`src/rtl/acs_pkg.sv`:
```
package acs_pkg;
  localparam logic [1:0] K_RST = 2'd0;
  localparam logic [1:0] K_WR  = 2'd1;
  localparam logic [1:0] K_RD  = 2'd2;

  localparam logic [2:0] A_MODE = 3'd1;
  localparam logic [2:0] A_CONF = 3'd2;
  localparam logic [2:0] A_DATA = 3'd3;
  localparam logic [2:0] A_ID   = 3'd4;
  localparam logic [2:0] A_IO   = 3'd5;

  localparam logic [2:0] SEL_SINGLE = 3'd1;
  localparam logic [2:0] SEL_IDLE   = 3'd2;
  localparam logic [2:0] SEL_CALZ   = 3'd4;
  localparam logic [2:0] SEL_CALF   = 3'd5;

  typedef enum logic [4:0] {
    S_BOOT, S_IFRST, S_DELAY, S_ID, S_LMODE, S_LCONF, S_LIO,
    S_CCONF, S_CMODE, S_CWAIT, S_CIDLE, S_READY,
    S_VCONF, S_VMODE, S_VWAIT, S_VREAD, S_GCONF, S_FAULT
  } seq_state_e;

  // operating-mode select lives in mode bits 15:13
  function automatic logic [15:0] with_sel(logic [15:0] w, logic [2:0] c);
    logic [15:0] r;
    r = w;
    r[15:13] = c;
    return r;
  endfunction

  // input channel lives in configuration bits 2:0
  function automatic logic [15:0] with_chan(logic [15:0] w, logic [2:0] c);
    logic [15:0] r;
    r = w;
    r[2:0] = c;
    return r;
  endfunction

  // gain code lives in configuration bits 10:8
  function automatic logic [15:0] with_gain(logic [15:0] w, logic [2:0] g);
    logic [15:0] r;
    r = w;
    r[10:8] = g;
    return r;
  endfunction

  function automatic logic id_known(logic [7:0] id);
    return (id[3:0] == 4'hA) || (id[3:0] == 4'hB);
  endfunction

  function automatic logic id_wide(logic [7:0] id);
    return id[3:0] == 4'hB;
  endfunction
endpackage

```
`src/rtl/acs_timer.sv`:
```
module acs_timer #(
  parameter int TW = 17
) (
  input  logic          clk,
  input  logic          rst_n,
  input  logic          start,
  input  logic [TW-1:0] load,
  output logic          done
);
  logic [TW-1:0] cnt;
  logic          armed;

  always_ff @(posedge clk or negedge rst_n) begin
    if (!rst_n) begin
      cnt   <= '0;
      armed <= 1'b0;
    end else if (start) begin
      cnt   <= load;
      armed <= 1'b1;
    end else if (cnt != '0) begin
      cnt <= cnt - 1'b1;
    end
  end

  assign done = armed && (cnt == '0);
endmodule

```
`src/rtl/acs_fsm.sv`:
```
module acs_fsm
  import acs_pkg::*;
#(
  parameter int CAL_CHANS = 3
) (
  input  logic        clk,
  input  logic        rst_n,
  input  logic [15:0] cfg_mode,
  input  logic [15:0] cfg_conf,
  input  logic [7:0]  cfg_io,
  input  logic        conv_req,
  input  logic [2:0]  conv_chan,
  input  logic        gain_req,
  input  logic [2:0]  gain_val,
  input  logic        rdy_n,
  input  logic        txn_done,
  input  logic        txn_err,
  input  logic [23:0] txn_rdata,
  input  logic        tmr_done,
  output logic        tmr_start,
  output logic        tmr_dly,
  output logic        txn_valid,
  output logic [1:0]  txn_kind,
  output logic [2:0]  txn_addr,
  output logic [1:0]  txn_bytes,
  output logic [23:0] txn_wdata,
  output logic        ready,
  output logic        fault,
  output logic        wide,
  output logic        conv_done,
  output logic [23:0] conv_data
);
  localparam int STEPS = 2 * CAL_CHANS;
  localparam int SW    = (STEPS > 2) ? $clog2(STEPS) : 1;
  localparam logic [SW-1:0] LAST = SW'(STEPS - 1);

  seq_state_e st, st_n;
  logic [15:0] mode_q, conf_q;
  logic [7:0]  io_q;
  logic [SW-1:0] step;
  logic [2:0]  vchan_q, gain_q;
  logic [2:0]  cal_ch, cal_code;
  logic        txn_ok, txn_bad, wait_st, wait_bad;

  assign cal_ch   = 3'(step >> 1);
  assign cal_code = step[0] ? SEL_CALF : SEL_CALZ;
  assign txn_ok   = txn_valid && txn_done && !txn_err;
  assign txn_bad  = txn_valid && ((txn_done && txn_err) || (!txn_done && tmr_done));
  assign wait_st  = (st == S_CWAIT) || (st == S_VWAIT);
  assign wait_bad = wait_st && rdy_n && tmr_done;

  // transaction fields
  always_comb begin
    txn_valid = 1'b1;
    txn_kind  = K_WR;
    txn_addr  = 3'd0;
    txn_bytes = 2'd2;
    txn_wdata = '0;
    case (st)
      S_IFRST: begin txn_kind = K_RST; txn_bytes = 2'd0; end
      S_ID:    begin txn_kind = K_RD; txn_addr = A_ID; txn_bytes = 2'd1; end
      S_LMODE: begin txn_addr = A_MODE; txn_wdata = {8'h0, mode_q}; end
      S_LCONF: begin txn_addr = A_CONF; txn_wdata = {8'h0, conf_q}; end
      S_LIO:   begin txn_addr = A_IO; txn_bytes = 2'd1; txn_wdata = {16'h0, io_q}; end
      S_CCONF: begin txn_addr = A_CONF; txn_wdata = {8'h0, with_chan(conf_q, cal_ch)}; end
      S_CMODE: begin txn_addr = A_MODE; txn_wdata = {8'h0, with_sel(mode_q, cal_code)}; end
      S_CIDLE: begin txn_addr = A_MODE; txn_wdata = {8'h0, with_sel(mode_q, SEL_IDLE)}; end
      S_VCONF: begin txn_addr = A_CONF; txn_wdata = {8'h0, with_chan(conf_q, vchan_q)}; end
      S_VMODE: begin txn_addr = A_MODE; txn_wdata = {8'h0, with_sel(mode_q, SEL_SINGLE)}; end
      S_VREAD: begin txn_kind = K_RD; txn_addr = A_DATA; txn_bytes = wide ? 2'd3 : 2'd2; end
      S_GCONF: begin txn_addr = A_CONF; txn_wdata = {8'h0, with_gain(conf_q, gain_q)}; end
      default: begin txn_valid = 1'b0; txn_bytes = 2'd0; end
    endcase
  end

  // next state
  always_comb begin
    st_n = st;
    case (st)
      S_BOOT:  st_n = S_IFRST;
      S_IFRST: if (txn_ok) st_n = S_DELAY;
      S_DELAY: if (tmr_done) st_n = S_ID;
      S_ID:    if (txn_ok) st_n = id_known(txn_rdata[7:0]) ? S_LMODE : S_FAULT;
      S_LMODE: if (txn_ok) st_n = S_LCONF;
      S_LCONF: if (txn_ok) st_n = S_LIO;
      S_LIO:   if (txn_ok) st_n = S_CCONF;
      S_CCONF: if (txn_ok) st_n = S_CMODE;
      S_CMODE: if (txn_ok) st_n = S_CWAIT;
      S_CWAIT: if (!rdy_n) st_n = S_CIDLE;
      S_CIDLE: if (txn_ok) st_n = (step == LAST) ? S_READY : S_CCONF;
      S_READY: begin
        if (gain_req) begin
          if (gain_val != conf_q[10:8]) st_n = S_GCONF;
        end else if (conv_req) begin
          st_n = S_VCONF;
        end
      end
      S_VCONF: if (txn_ok) st_n = S_VMODE;
      S_VMODE: if (txn_ok) st_n = S_VWAIT;
      S_VWAIT: if (!rdy_n) st_n = S_VREAD;
      S_VREAD: if (txn_ok) st_n = S_READY;
      S_GCONF: if (txn_ok) st_n = S_CCONF;
      default: st_n = S_FAULT;
    endcase
    if (txn_bad || wait_bad) st_n = S_FAULT;
  end

  assign tmr_start = (st_n != st);
  assign tmr_dly   = (st_n == S_DELAY);
  assign ready     = (st == S_READY);
  assign fault     = (st == S_FAULT);

  always_ff @(posedge clk or negedge rst_n) begin
    if (!rst_n) begin
      st        <= S_BOOT;
      mode_q    <= '0;
      conf_q    <= '0;
      io_q      <= '0;
      step      <= '0;
      wide      <= 1'b0;
      vchan_q   <= '0;
      gain_q    <= '0;
      conv_done <= 1'b0;
      conv_data <= '0;
    end else begin
      st        <= st_n;
      conv_done <= 1'b0;
      if (txn_ok && txn_kind == K_WR && txn_addr == A_MODE) mode_q <= txn_wdata[15:0];
      if (txn_ok && txn_kind == K_WR && txn_addr == A_CONF) conf_q <= txn_wdata[15:0];
      case (st)
        S_ID: if (txn_ok) begin
          wide   <= id_wide(txn_rdata[7:0]);
          mode_q <= with_sel(cfg_mode, SEL_IDLE);
          conf_q <= with_chan(cfg_conf, 3'd0);
          io_q   <= cfg_io;
        end
        S_CIDLE: if (txn_ok && step != LAST) step <= step + 1'b1;
        S_GCONF: if (txn_ok) step <= '0;
        S_READY: begin
          if (gain_req) gain_q <= gain_val;
          else if (conv_req) vchan_q <= conv_chan;
        end
        S_VREAD: if (txn_ok) begin
          conv_done <= 1'b1;
          conv_data <= wide ? txn_rdata : {8'h0, txn_rdata[15:0]};
        end
        default: ;
      endcase
    end
  end
endmodule

```
`src/rtl/adc_cal_seq.sv`:
```
module adc_cal_seq #(
  parameter int CLK_HZ    = 100_000_000,
  parameter int TMO_CYC   = 100_000,
  parameter int CAL_CHANS = 3
) (
  input  logic        clk,
  input  logic        rst_n,
  input  logic [15:0] cfg_mode,
  input  logic [15:0] cfg_conf,
  input  logic [7:0]  cfg_io,
  input  logic        conv_req,
  input  logic [2:0]  conv_chan,
  input  logic        gain_req,
  input  logic [2:0]  gain_val,
  input  logic        rdy_n,
  input  logic        txn_done,
  input  logic        txn_err,
  input  logic [23:0] txn_rdata,
  output logic        txn_valid,
  output logic [1:0]  txn_kind,
  output logic [2:0]  txn_addr,
  output logic [1:0]  txn_bytes,
  output logic [23:0] txn_wdata,
  output logic        ready,
  output logic        fault,
  output logic        wide,
  output logic        conv_done,
  output logic [23:0] conv_data
);
  localparam int DLY_CYC = (CLK_HZ + 1999) / 2000;
  localparam int MAX_CYC = (DLY_CYC > TMO_CYC) ? DLY_CYC : TMO_CYC;
  localparam int TW      = $clog2(MAX_CYC + 1);

  logic          tmr_start, tmr_dly, tmr_done;
  logic [TW-1:0] tmr_load;

  assign tmr_load = tmr_dly ? TW'(DLY_CYC) : TW'(TMO_CYC);

  acs_timer #(.TW(TW)) u_tmr (
    .clk(clk), .rst_n(rst_n), .start(tmr_start), .load(tmr_load), .done(tmr_done)
  );

  acs_fsm #(.CAL_CHANS(CAL_CHANS)) u_fsm (
    .clk(clk), .rst_n(rst_n),
    .cfg_mode(cfg_mode), .cfg_conf(cfg_conf), .cfg_io(cfg_io),
    .conv_req(conv_req), .conv_chan(conv_chan),
    .gain_req(gain_req), .gain_val(gain_val),
    .rdy_n(rdy_n), .txn_done(txn_done), .txn_err(txn_err), .txn_rdata(txn_rdata),
    .tmr_done(tmr_done), .tmr_start(tmr_start), .tmr_dly(tmr_dly),
    .txn_valid(txn_valid), .txn_kind(txn_kind), .txn_addr(txn_addr),
    .txn_bytes(txn_bytes), .txn_wdata(txn_wdata),
    .ready(ready), .fault(fault), .wide(wide),
    .conv_done(conv_done), .conv_data(conv_data)
  );
endmodule

```
`config.mk`:
```
export PLATFORM = sky130hd
export DESIGN_NAME = adc_cal_seq
export DESIGN_NICKNAME = d
export VERILOG_FILES = /design/src/rtl/acs_pkg.sv /design/src/rtl/acs_timer.sv /design/src/rtl/acs_fsm.sv /design/src/rtl/adc_cal_seq.sv
export SDC_FILE = /design/constraint.sdc
export NUM_CORES = 1
export LEC_CHECK = 0
export ABC_AREA = 1
export ABC_CLOCK_PERIOD_IN_PS = 3550
export CAP_MARGIN = 40
export CORE_MARGIN = 2
export CORE_UTILIZATION = 65
export DETAILED_ROUTE_END_ITERATION = 6
export DONT_BUFFER_PORTS = 1
export GPL_ROUTABILITY_DRIVEN = 1
export PLACE_DENSITY = 0.84
export SYNTH_ARGS = -nofsm -noshare
export SYNTH_HDL_FRONTEND = slang
export SYNTH_SLANG_ARGS = --single-unit
export TNS_END_PERCENT = 30
```
`constraint.sdc`:
```
create_clock -name clk -period 3.55 [get_ports clk]
set_input_delay 0.355 -clock clk [delete_from_list [all_inputs] [get_ports clk]]
set_output_delay 0.355 -clock clk [all_outputs]
set_load 0.02 [all_outputs]
```
# Yosys cells after proc, flatten, opt, wreduce, memory -nomap -nowiden
# Cells that the tools add are included.
[totals]
in_bits = 77
out_inout_bits = 60
register_bits = 98
[classes]
bitwise_logic = 1
eq_ne = 29
mux = 43
addsub = 2
reduce_logical = 35
[op_table]
columns = ["cell", "n"]
rows = [
  ["case mux 16 bit (9 select lines)", 1],
  ["2-to-1 mux 16 bit", 6],
  ["2-to-1 mux 5 bit", 19],
  ["case mux 5 bit (16 select lines)", 1],
  ["2-to-1 mux 17 bit", 3],
  ["equality test 5 x 4 -> 1 bit (second input constant)", 8],
  ["2-to-1 mux 24 bit", 1],
  ["equality test 5 x 3 -> 1 bit (second input constant)", 4],
  ["logical NOT 17 bit", 1],
  ["nonzero test 17 bit", 1],
  ["subtractor 17 x 1 -> 17 bit (second input constant)", 1],
  ["equality test 5 x 2 -> 1 bit (second input constant)", 3],
  ["case mux 3 bit (5 select lines)", 1],
  ["logical AND 1 bit", 12],
  ["OR reduction 12 bit", 1],
  ["equality test 5 bit (second input constant)", 2],
  ["equality test 4 bit (second input constant)", 2],
  ["OR reduction 4 bit", 2],
  ["OR reduction 8 bit", 1],
  ["2-to-1 mux 3 bit", 2],
  ["case mux 2 bit (3 select lines)", 1],
  ["case mux 3 bit (2 select lines)", 1],
  ["AND reduction 2 bit", 3],
  ["AND reduction 3 bit", 2],
  ["other kinds (19)", 31],
]

# Longest topological paths before layout
# Gate-level depths: netlist (run 1).
[logic_depth]
ltp_word = 11
mapped_depth = 22
ltp_nobuf = 20

# Modules after synthesis
# From an unflattened synthesis (run 1), not the netlist that was laid out.
[hier_totals]
cells_unflattened = 683
hier_area_um2 = 5330.1
[by_module_without_submodules]
columns = ["mod", "area_each_um2", "instances", "cells_per_inst"]
rows = [
  ["acs_fsm", 4171.5, 1, 511],
  ["acs_timer", 1147.4, 1, 169],
  ["adc_cal_seq", 11.3, 1, 3],
]

# Worst setup path before layout (run 1)
# Ideal clock, no wire load.
[synth_path]
kind = "register to register"
from = "register u_fsm.st[0]"
to = "register u_tmr.cnt[10]"
path_stages_with_launch = 18
period_less_slack_ps = 2304
arrival_time_ps = 2189
n_path_buf = 3
path_slack_ps = 1246
cell_sequence = "dfrtp_1 > buf_2 > nor2_2 > nand3_2 > nand2_1 > nor2_2 > nand3_4 > nand2_4 > buf_6 > a21oi_2 > nand3_1 > nand2_1 > nand2_1 > a21oi_2 > nand2_2 > buf_6 > nor2_1 > nor2_1"
[synth_via]
elab_chain_cells = 11
elab_cells_between_ends = 51
cone_classes = "18 x eq/ne; 22 x mux; 11 x reduce/logical"
[synth_lines]
columns = ["item", "line", "rtl"]
rows = [
  ["start: declaration", "acs_fsm.sv:37", "seq_state_e st, st_n;"],
  ["start signal: assignment", "acs_fsm.sv:126", "st <= st_n;"],
  ["equality test 5 x 1 -> 1 bit (tied with other cells)", "acs_fsm.sv:59", "case (st)"],
  ["OR reduction 12 bit (no source line) *", "--", ""],
  ["2-to-1 mux 1 bit *", "acs_fsm.sv:59", ""],
  ["via txn_valid", "adc_cal_seq.sv:19", "output logic txn_valid,"],
  ["logical AND 1 bit (2 in series)", "acs_fsm.sv:47", "assign txn_ok = txn_valid && txn_done && !txn_err;"],
  ["2-to-1 mux 5 bit (tied with other cells)", "acs_fsm.sv:86, acs_fsm.sv:102", ""],
  ["case mux 5 bit (16 select lines)", "acs_fsm.sv:79", "case (st)"],
  ["2-to-1 mux 5 bit *", "acs_fsm.sv:105", "if (txn_bad || wait_bad) st_n = S_FAULT;"],
  ["equality test 5 x 2 -> 1 bit", "acs_fsm.sv:109", "assign tmr_dly = (st_n == S_DELAY);"],
  ["2-to-1 mux 17 bit", "adc_cal_seq.sv:37", "assign tmr_load = tmr_dly ? TW'(DLY_CYC) : TW'(TMO_CYC);"],
  ["2-to-1 mux 17 bit", "acs_timer.sv:17", "end else if (start) begin"],
  ["end signal: assignment", "acs_timer.sv:18", "cnt <= load;"],
  ["end signal: assignment", "acs_timer.sv:21", "cnt <= cnt - 1'b1;"],
  ["end: declaration", "acs_timer.sv:10", "logic [TW-1:0] cnt;"],
]
# Mark *: on every way through the listed nets, which the timed path passes. The rest lies on a longest branch.
# A chain may end at the register's enable or synchronous reset.

# Worst setup path after layout (run 1)
[layout_path]
from = "register u_fsm.st[0]"
to = "output txn_wdata[2]"
[layout_via]
elab_chain_cells = 2
elab_cells_between_ends = 10
cone_classes = "9 x eq/ne; 1 x mux"
[layout_lines]
columns = ["item", "line", "rtl"]
rows = [
  ["equality test 5 bit (tied with other cells)", "acs_fsm.sv:59", ""],
  ["case mux 16 bit (9 select lines) *", "acs_fsm.sv:59", ""],
  ["end: declaration", "adc_cal_seq.sv:23", "output logic [23:0] txn_wdata,"],
]
# Mark *: on every way between the ends. The rest lies on a longest branch, timed or not.

==> metrics.txt, run 1 <==
number of global-route vias before repair 4416; Syn Std Cell Area 5310 sq um; Async SR Flop Fraction 100%; global-route wire length before repair roughly 21 mm; Combinational Power Share 36.6%; met2 wire len 6.35 mm; cell row count 32; crit path cell chain inv_1, nor2_1, inv_1, nor2_1, nor4_1, inv_1, nand2_1, o2111ai_1; cts bufs inserted 9; post-route cell area between 5000 and 6000 sq um; P_leak 3.32 nW; switching pwr 1.60 mW; setup total negative slack 0 ps; max frequency ~0.30 GHz; synth unique cells 45; unrepaired setup endpoints after global routing no; arrival time at the worst endpoint 2930 ps; endpoints failing hold 0; startpoint types flop; final std cells w/o fill ~800; worst min path class primary input to flop; Worst setup EP type output port; GPL Wtd Cong around 0.93; GRT Total Usage 31.0%; Syn Area/Cell 7.89 sq um; crit-path max FO 13; core area 7810 sq um; hold endpoint u_fsm.conf_q[8]; reg2reg start u_fsm.st[0]; Port Buffers 0; DR WL/cell 17.1 microns; Internal between 2 and 2.5 mW; Layout Nets 753; placed inst area 5340 sq um; CP Class flop to output port; initial antenna violation count 1; clk_skew 15.8 ps; met3 WL about 950 microns; Final Cycle Share 92.4%; Max Cap Viol 0; Setup crit start u_fsm.st[0]; vias between 4000 and 5000; clock power share roughly a fifth; Die Wd 94.4 microns; Remaining DRCs 0; post-synthesis register bit count 98; placed instance count 761; Worst-Margin Slew 952 ps; H-Tree Depth 3; DRT met1 WL 5.65 mm; slowest stage delay, CP between 500 and 600 ps; Iteration-0 DRC Markers 295; Die H 94.4 microns; latest clock arrival within the worst-skew pair 370 ps; final setup fails 0; largest net degree at the start of global routing 99; worst hold slack 99.9 ps; flop-to-flop setup slack 520 ps; Synthesis Warnings 0; Num Clock Sinks 98; Boundary Pins 137; cell family with most CP delay simple AND/OR/NAND/NOR gates; Hold Path Depth 2; CP max-delay cell nor4_1; Max Root-Sink Buffers 2; Sw Ratio a little over two fifths; RR Endpoint u_tmr.cnt[7]; Starting Density approximately two thirds; CTS tree done; status complete, no violations; top_reg_cell synth dfrtp_1; cell count of the worst reg-to-reg path 16; number of synthesized flops with an enable pin 0; Final WS setup between 200 and 300 ps; iteration count of the initial detailed-routing pass 5; sequential-to-total area share from yosys stat between 40% and 50%; final core occ 71.7%; Post-DP HPWL 9.81 mm; Worst IR Drop VDD 406 uV; Slew headroom 35.9%; Sequential Power Share 42.2%; final wirelength ~13 mm; clock slew at reported path FFs 120 ps; CP bufs+invs 3; Slew Limit Fails 0; CP most frequent cell inv_1; vias per cell about 5.8; min-delay src cfg_conf[8]; CTS root buffer clkbuf_8; Power Total 3.71 mW; Setup WS pre-CTS 592 ps; share of cells above drive strength 1 about 7.8%; grt ovf 0; post-route ant nets 0; PD cells 662 nW/um^2; CP required approximately 3200 ps; Tmin final around 3300 ps; Layout area overhead 5.51%; Gate Count Post-Synth 673; Top Metal Used met4; die area 8910 sq um
-- cell families after synthesis --
group / after synthesis / synth area share, %
AOI/OAI and AO/OA: 83 / 9.88
xor gates and xnor gates: 11 / 1.81
adders and majority gates: 4 / 0.943
buffers and inverters: 124 / 9.85
DFF: 98 / 46.2
muxes: 28 / 5.37
other: 1 / 0.0706
and+or+nand+nor: 324 / 25.9
-- layout by cell type (no fill, tap or decap), types with 2 or more instances in the layout --
master    count
nand2_1     180
dfrtp_1      98
inv_1        92
nor2_1       75
nand3_1      32
o21ai_0      28
mux2i_1      24
a21oi_1      20
o211ai_1      9
nor3_1        9
clkbuf_8      9
a32o_1        8
nor2_2        8
conb_1        8
inv_2         7
xor2_1        7
o22ai_1       4
xnor2_1       4
nand4_1       4
mux2_2        4
ha_1          4
or2_2         3
o21ai_1       3
buf_4         3
nand3_2       2
nor4_1        2
a22o_1        2
nand2_2       2
nand3b_1      2
a21oi_2       2
inv_8         2
clkinv_4      2
-- Yosys cell counts (2+ instances only) --
library cell    n  area, sq um
a21oi_1        20          100
a21oi_2         2         17.5
a22o_1          2         17.5
a32o_1          8         80.1
buf_2           4         20.0
buf_4           8         60.1
buf_6           3         33.8
clkbuf_1        9         33.8
dfrtp_1        98         2450
ha_1            4         50.1
inv_1          92          345
inv_2           7         26.3
mux2_2          4         45.0
mux2i_1        24          240
nand2_1       180          676
nand2_2         2         12.5
nand3_1        33          165
nand3b_1        2         15.0
nand4_1         4         25.0
nor2_1         75          282
nor2_2          8         50.1
nor3_1          9         45.0
nor4_1          2         12.5
o211ai_1        9         67.6
o21ai_0        28          140
o21ai_1         3         15.0
o22ai_1         4         25.0
or2_2           3         18.8
xnor2_1         4         35.0
xor2_1          7         61.3
-- timing repair --
action                    4_1_cts  5_1_grt
setup buffers                   0        0
gates resized for setup         0        0
hold endpoints to repair       98        0
hold buffers                    2        0
-- cell type report --
class,instances,area [sq um]
repair buffers,5,60.1
clock buffers,9,124
clock inverters,7,95.1
fillers,629,2210
multi-input cells,458,2360
diodes,1,2.50
flip-flops and latches,98,2450
well taps,102,128
inverters,100,375
-- power groups by stage --
stage | Sequential, mW | Clock [mW] | Combinational (mW)
floorplan | 1.52 | 0 | 1.10
global placement | 1.56 | 0 | 1.26
detailed placement | 1.58 | 0 | 1.31
CTS | 1.56 | 0.792 | 1.34
global route | 1.59 | 0.836 | 1.51
finish | 1.57 | 0.787 | 1.36
-- routing by layer --
metal  track usage, %  vias to the layer above
met5                0                        -
met3             7.50                       41
met2             49.4                      197
met4             11.2                        0
met1             41.9                     2151
li1                 -                     2126
-- worst max-delay path by stage --
stage                    end  cells past startpoint
5_1_grt         txn_wdata[2]                      8
4_1_cts         txn_wdata[2]                      8
6_report        txn_wdata[2]                      8
3_5_place_dp    u_tmr.cnt[7]                     16
3_3_place_gp    u_tmr.cnt[9]                     16
2_1_floorplan  u_tmr.cnt[10]                     17
-- worst reg2reg max path, stage by stage (launching register included) --
cell,delay [ps]
dfrtp_1,510
nor2_2,280
nand3_2,210
nand2_1,220
nor2_2,70
nand3_4,160
nand2_4,160
nand2_1,120
nand3b_1,100
nor2_1,150
nand2_1,100
nand2_1,70
nand2_1,60
nor2_2,180
nand2_2,230
inv_1,190
a21oi_1,100
-- flip-flops by register name (all words and copies together), names as in the netlist --
signal,cells
u_tmr.armed,1
u_fsm.conf_q,16
u_fsm.step,3
u_fsm.io_q,8
u_tmr.cnt,17
u_fsm.conv_data,24
u_fsm.mode_q,16
u_fsm.vchan_q,3
u_fsm.conv_done,1
u_fsm.gain_q,3
u_fsm.wide,1
u_fsm.st,5
(Power assumes the default switching activity.)
==> run 2, diff against run 1 <==
ABC_AREA = unset   (was 1)
==> run 2 against run 1 <==
Net effect:
- the flow now finishes with violations (DRC)
- combinational power down 96%
- total power shrank 49%
- clock power down 8.1%
- first-iteration DRC count increased by 51%
- sequential power down 29%
- final cell count fell by 5.5%
- via count is 4.8% higher
- clock skew down 4.4 ps
- fmax decreased by 3.9%
- register-to-register slack worse by 380 ps
- synthesized area increased by 2.1%
- largest cell class is now multi-input gates
- largest power group unchanged
- highest routed layer unchanged
==> metrics.txt, run 2 <==
status complete, but fails checks; failing checks DRC; initial antenna violation count 0; largest reg by FF count u_fsm.conv_data; GPL Wtd Cong 0.982; P_leak 2.74 nW; Async SR Flop Fraction 100%; setup total negative slack 0 ps; global-route wire length before repair 22.4 mm; Syn Std Cell Area approximately 5400 sq um; Num Clock Sinks 98; final core occ 70.7%; cell family with most CP delay compound AO/OA/AOI/OAI gates; CP bufs+invs 0; clock slew at reported path FFs 110 ps; Synthesis Warnings 0; Port Buffers 0; Largest register FFs 24; worst hold slack 84.6 ps; commonest non-fill, non-tap cell in the layout nand2_1; post-synthesis register bit count 98; max frequency 0.293 GHz; crit path cell chain nor2b_1, a21oi_1, o32ai_1, nand2_1, a221oi_2, o2111ai_2, o41ai_1; fillcell total 622; share of cells above drive strength 1 9.18%; vias 4731; top cells by area, synth dfrtp_1 (45%), nand2_1 (13%), a22o_1 (2.6%); iteration count of the initial detailed-routing pass 7; H-Tree Depth 3; biggest regs u_fsm.conv_data (24), u_tmr.cnt (17); Gate Count Post-Synth 626; Iteration-0 DRC Markers 445; unrepaired setup endpoints after global routing no; Post-DP HPWL 9.99 mm; die area 9080 sq um; latest clock arrival within the worst-skew pair 370 ps; GRT Total Usage around a third; Final Cycle Share a little over nine tenths; most frequent cells in the layout nand2_1 (187), dfrtp_1 (96), nor2_1 (31); Remaining DRCs 1; clk_skew 11.4 ps; postcts setup bufs 0; core area 8130 sq um; DR WL/cell 19.0 microns; endpoints failing hold 0; Synth top area share 45.2%; cts bufs inserted 9; largest net degree at the start of global routing a little under 100; Tmin final 3410 ps; Layout area overhead 6.07%; multi-input logic area 2690 sq um; FF+latch area 2450 sq um; post-route ant nets 0; arrival time at the worst endpoint 3660 ps; worst min path class primary input to flop; Worst IR Drop VDD 306 uV; Layout Nets 708; CP required approximately 3800 ps; Die Wd ~95 microns; area leader, netlist dfrtp_1; top_reg_cell synth dfrtp_1; grt ovf 0; CTS tree done; CP max-delay cell dfrtp_1; cell with the most instances after synthesis nand2_1; Worst-Margin Slew 717 ps; Max Root-Sink Buffers 2; Die H approximately 95 microns; PD cells 331 nW/um^2; Commonest cells post-synth nand2_1 (187), dfrtp_1 (98), nor2_1 (31); Boundary Pins between 100 and 150; slowest stage delay, CP 800 ps; final setup fails 0; number of global-route vias before repair 4537; startpoint types flop; Slew headroom 51.7%; synth unique cells 66; final wirelength 14.0 mm; Power Total 1.90 mW; CP Class flop to flop; Slew Limit Fails 0; crit-path max FO 19; Worst setup EP type flop; number of synthesized flops with an enable pin 0; Max Cap Viol 0; ANT cells 0; sequential-to-total area share from yosys stat 45.2%; vias per cell roughly 6.4; CTS root buffer clkbuf_8; Syn Area/Cell 8.66 sq um; Starting Density 66.6%; cell row count 33
==> run 2: cell count changes after synthesis, sizes merged, moves of 7 or more <==
cell / change
o21ai: -11
a22o: +14
nor4: +9
nand2b: +8
mux2i: -20
buf: +9
nor3: +8
nor2: -53
or3: +7
nand3: -12
inv: -80
a221o: +8
==> run 2: path summary, 6_finish.rpt <==
check                         startpoint            endpoint  slack [ps]  depth (start not counted)
setup / recovery             u_fsm.st[3]        u_tmr.cnt[6]         140                          7
hold / removal              txn_rdata[3]  u_fsm.conv_data[3]          80                          2
setup reg to reg             u_fsm.st[3]        u_tmr.cnt[6]         140                          7
hold reg to reg            u_fsm.io_q[5]       u_fsm.io_q[5]         480                          2
max in group asynchronous          rst_n     u_fsm.mode_q[1]        2590                          2
min in group asynchronous          rst_n        u_tmr.cnt[5]         570                          2
==> run 2: cell type report <==
type | count | area share, %
flip-flops and latches | 98 | 42.7
well taps | 105 | 2.29
multi-input cells | 474 | 46.8
clock inverters | 7 | 1.37
repair buffers | 22 | 3.22
inverters | 22 | 1.50
clock buffers | 9 | 2.15
==> run 2: per-stage QoR <==
step           instance area [sq um]  setup slack, ps  instances
3_3_place_gp                    5490              375        717
2_1_floorplan                   5450              749        633
6_report                        5750              136        737
5_1_grt                         5750             62.2        737
3_5_place_dp                    5500              233        719
4_1_cts                         5740              151        737
==> run 2: per-layer routing <==
layer / track usage, % / routed length (microns)
met5: 0 / 0
met4: 12.4 / 445
met3: 8.77 / 1380
met2: 50.1 / 6600
met1: 42.2 / 5570
==> run 2: power by group <==
part / internal (mW) / total (mW) / leakage (nW) / switching, mW
Sequential: 1.12 / 1.12 / 1.29 / 0.00213
Clock: 0.279 / 0.723 / 0.102 / 0.444
Combinational: 0.0151 / 0.0580 / 1.36 / 0.0428
==> run 2: worst register-to-register path, stage by stage, from the launching register on <==
cell	delay, ps
dfrtp_1	800
nor2b_1	290
a21oi_1	90
o32ai_1	630
nand2_1	200
a221oi_2	350
o2111ai_2	420
o41ai_1	510
==> run 2: timing repair <==
action,CTS,global route
hold endpoints to repair,98,0
endpoints found under the setup margin,0,7
hold buffers,2,0
resized for setup,0,3
==> run 2: cell families after synthesis <==
family / count (synthesis) / synth area share (%)
AND/OR/NAND/NOR: 321 / 27.5
AO/OA/AOI/OAI: 114 / 15.9
flip-flops: 98 / 45.2
buffers and inverters: 61 / 5.63
XOR/XNOR: 17 / 2.75
multiplexers: 10 / 1.99
adder cells (fa/ha/maj): 4 / 0.923
other: 1 / 0.0692
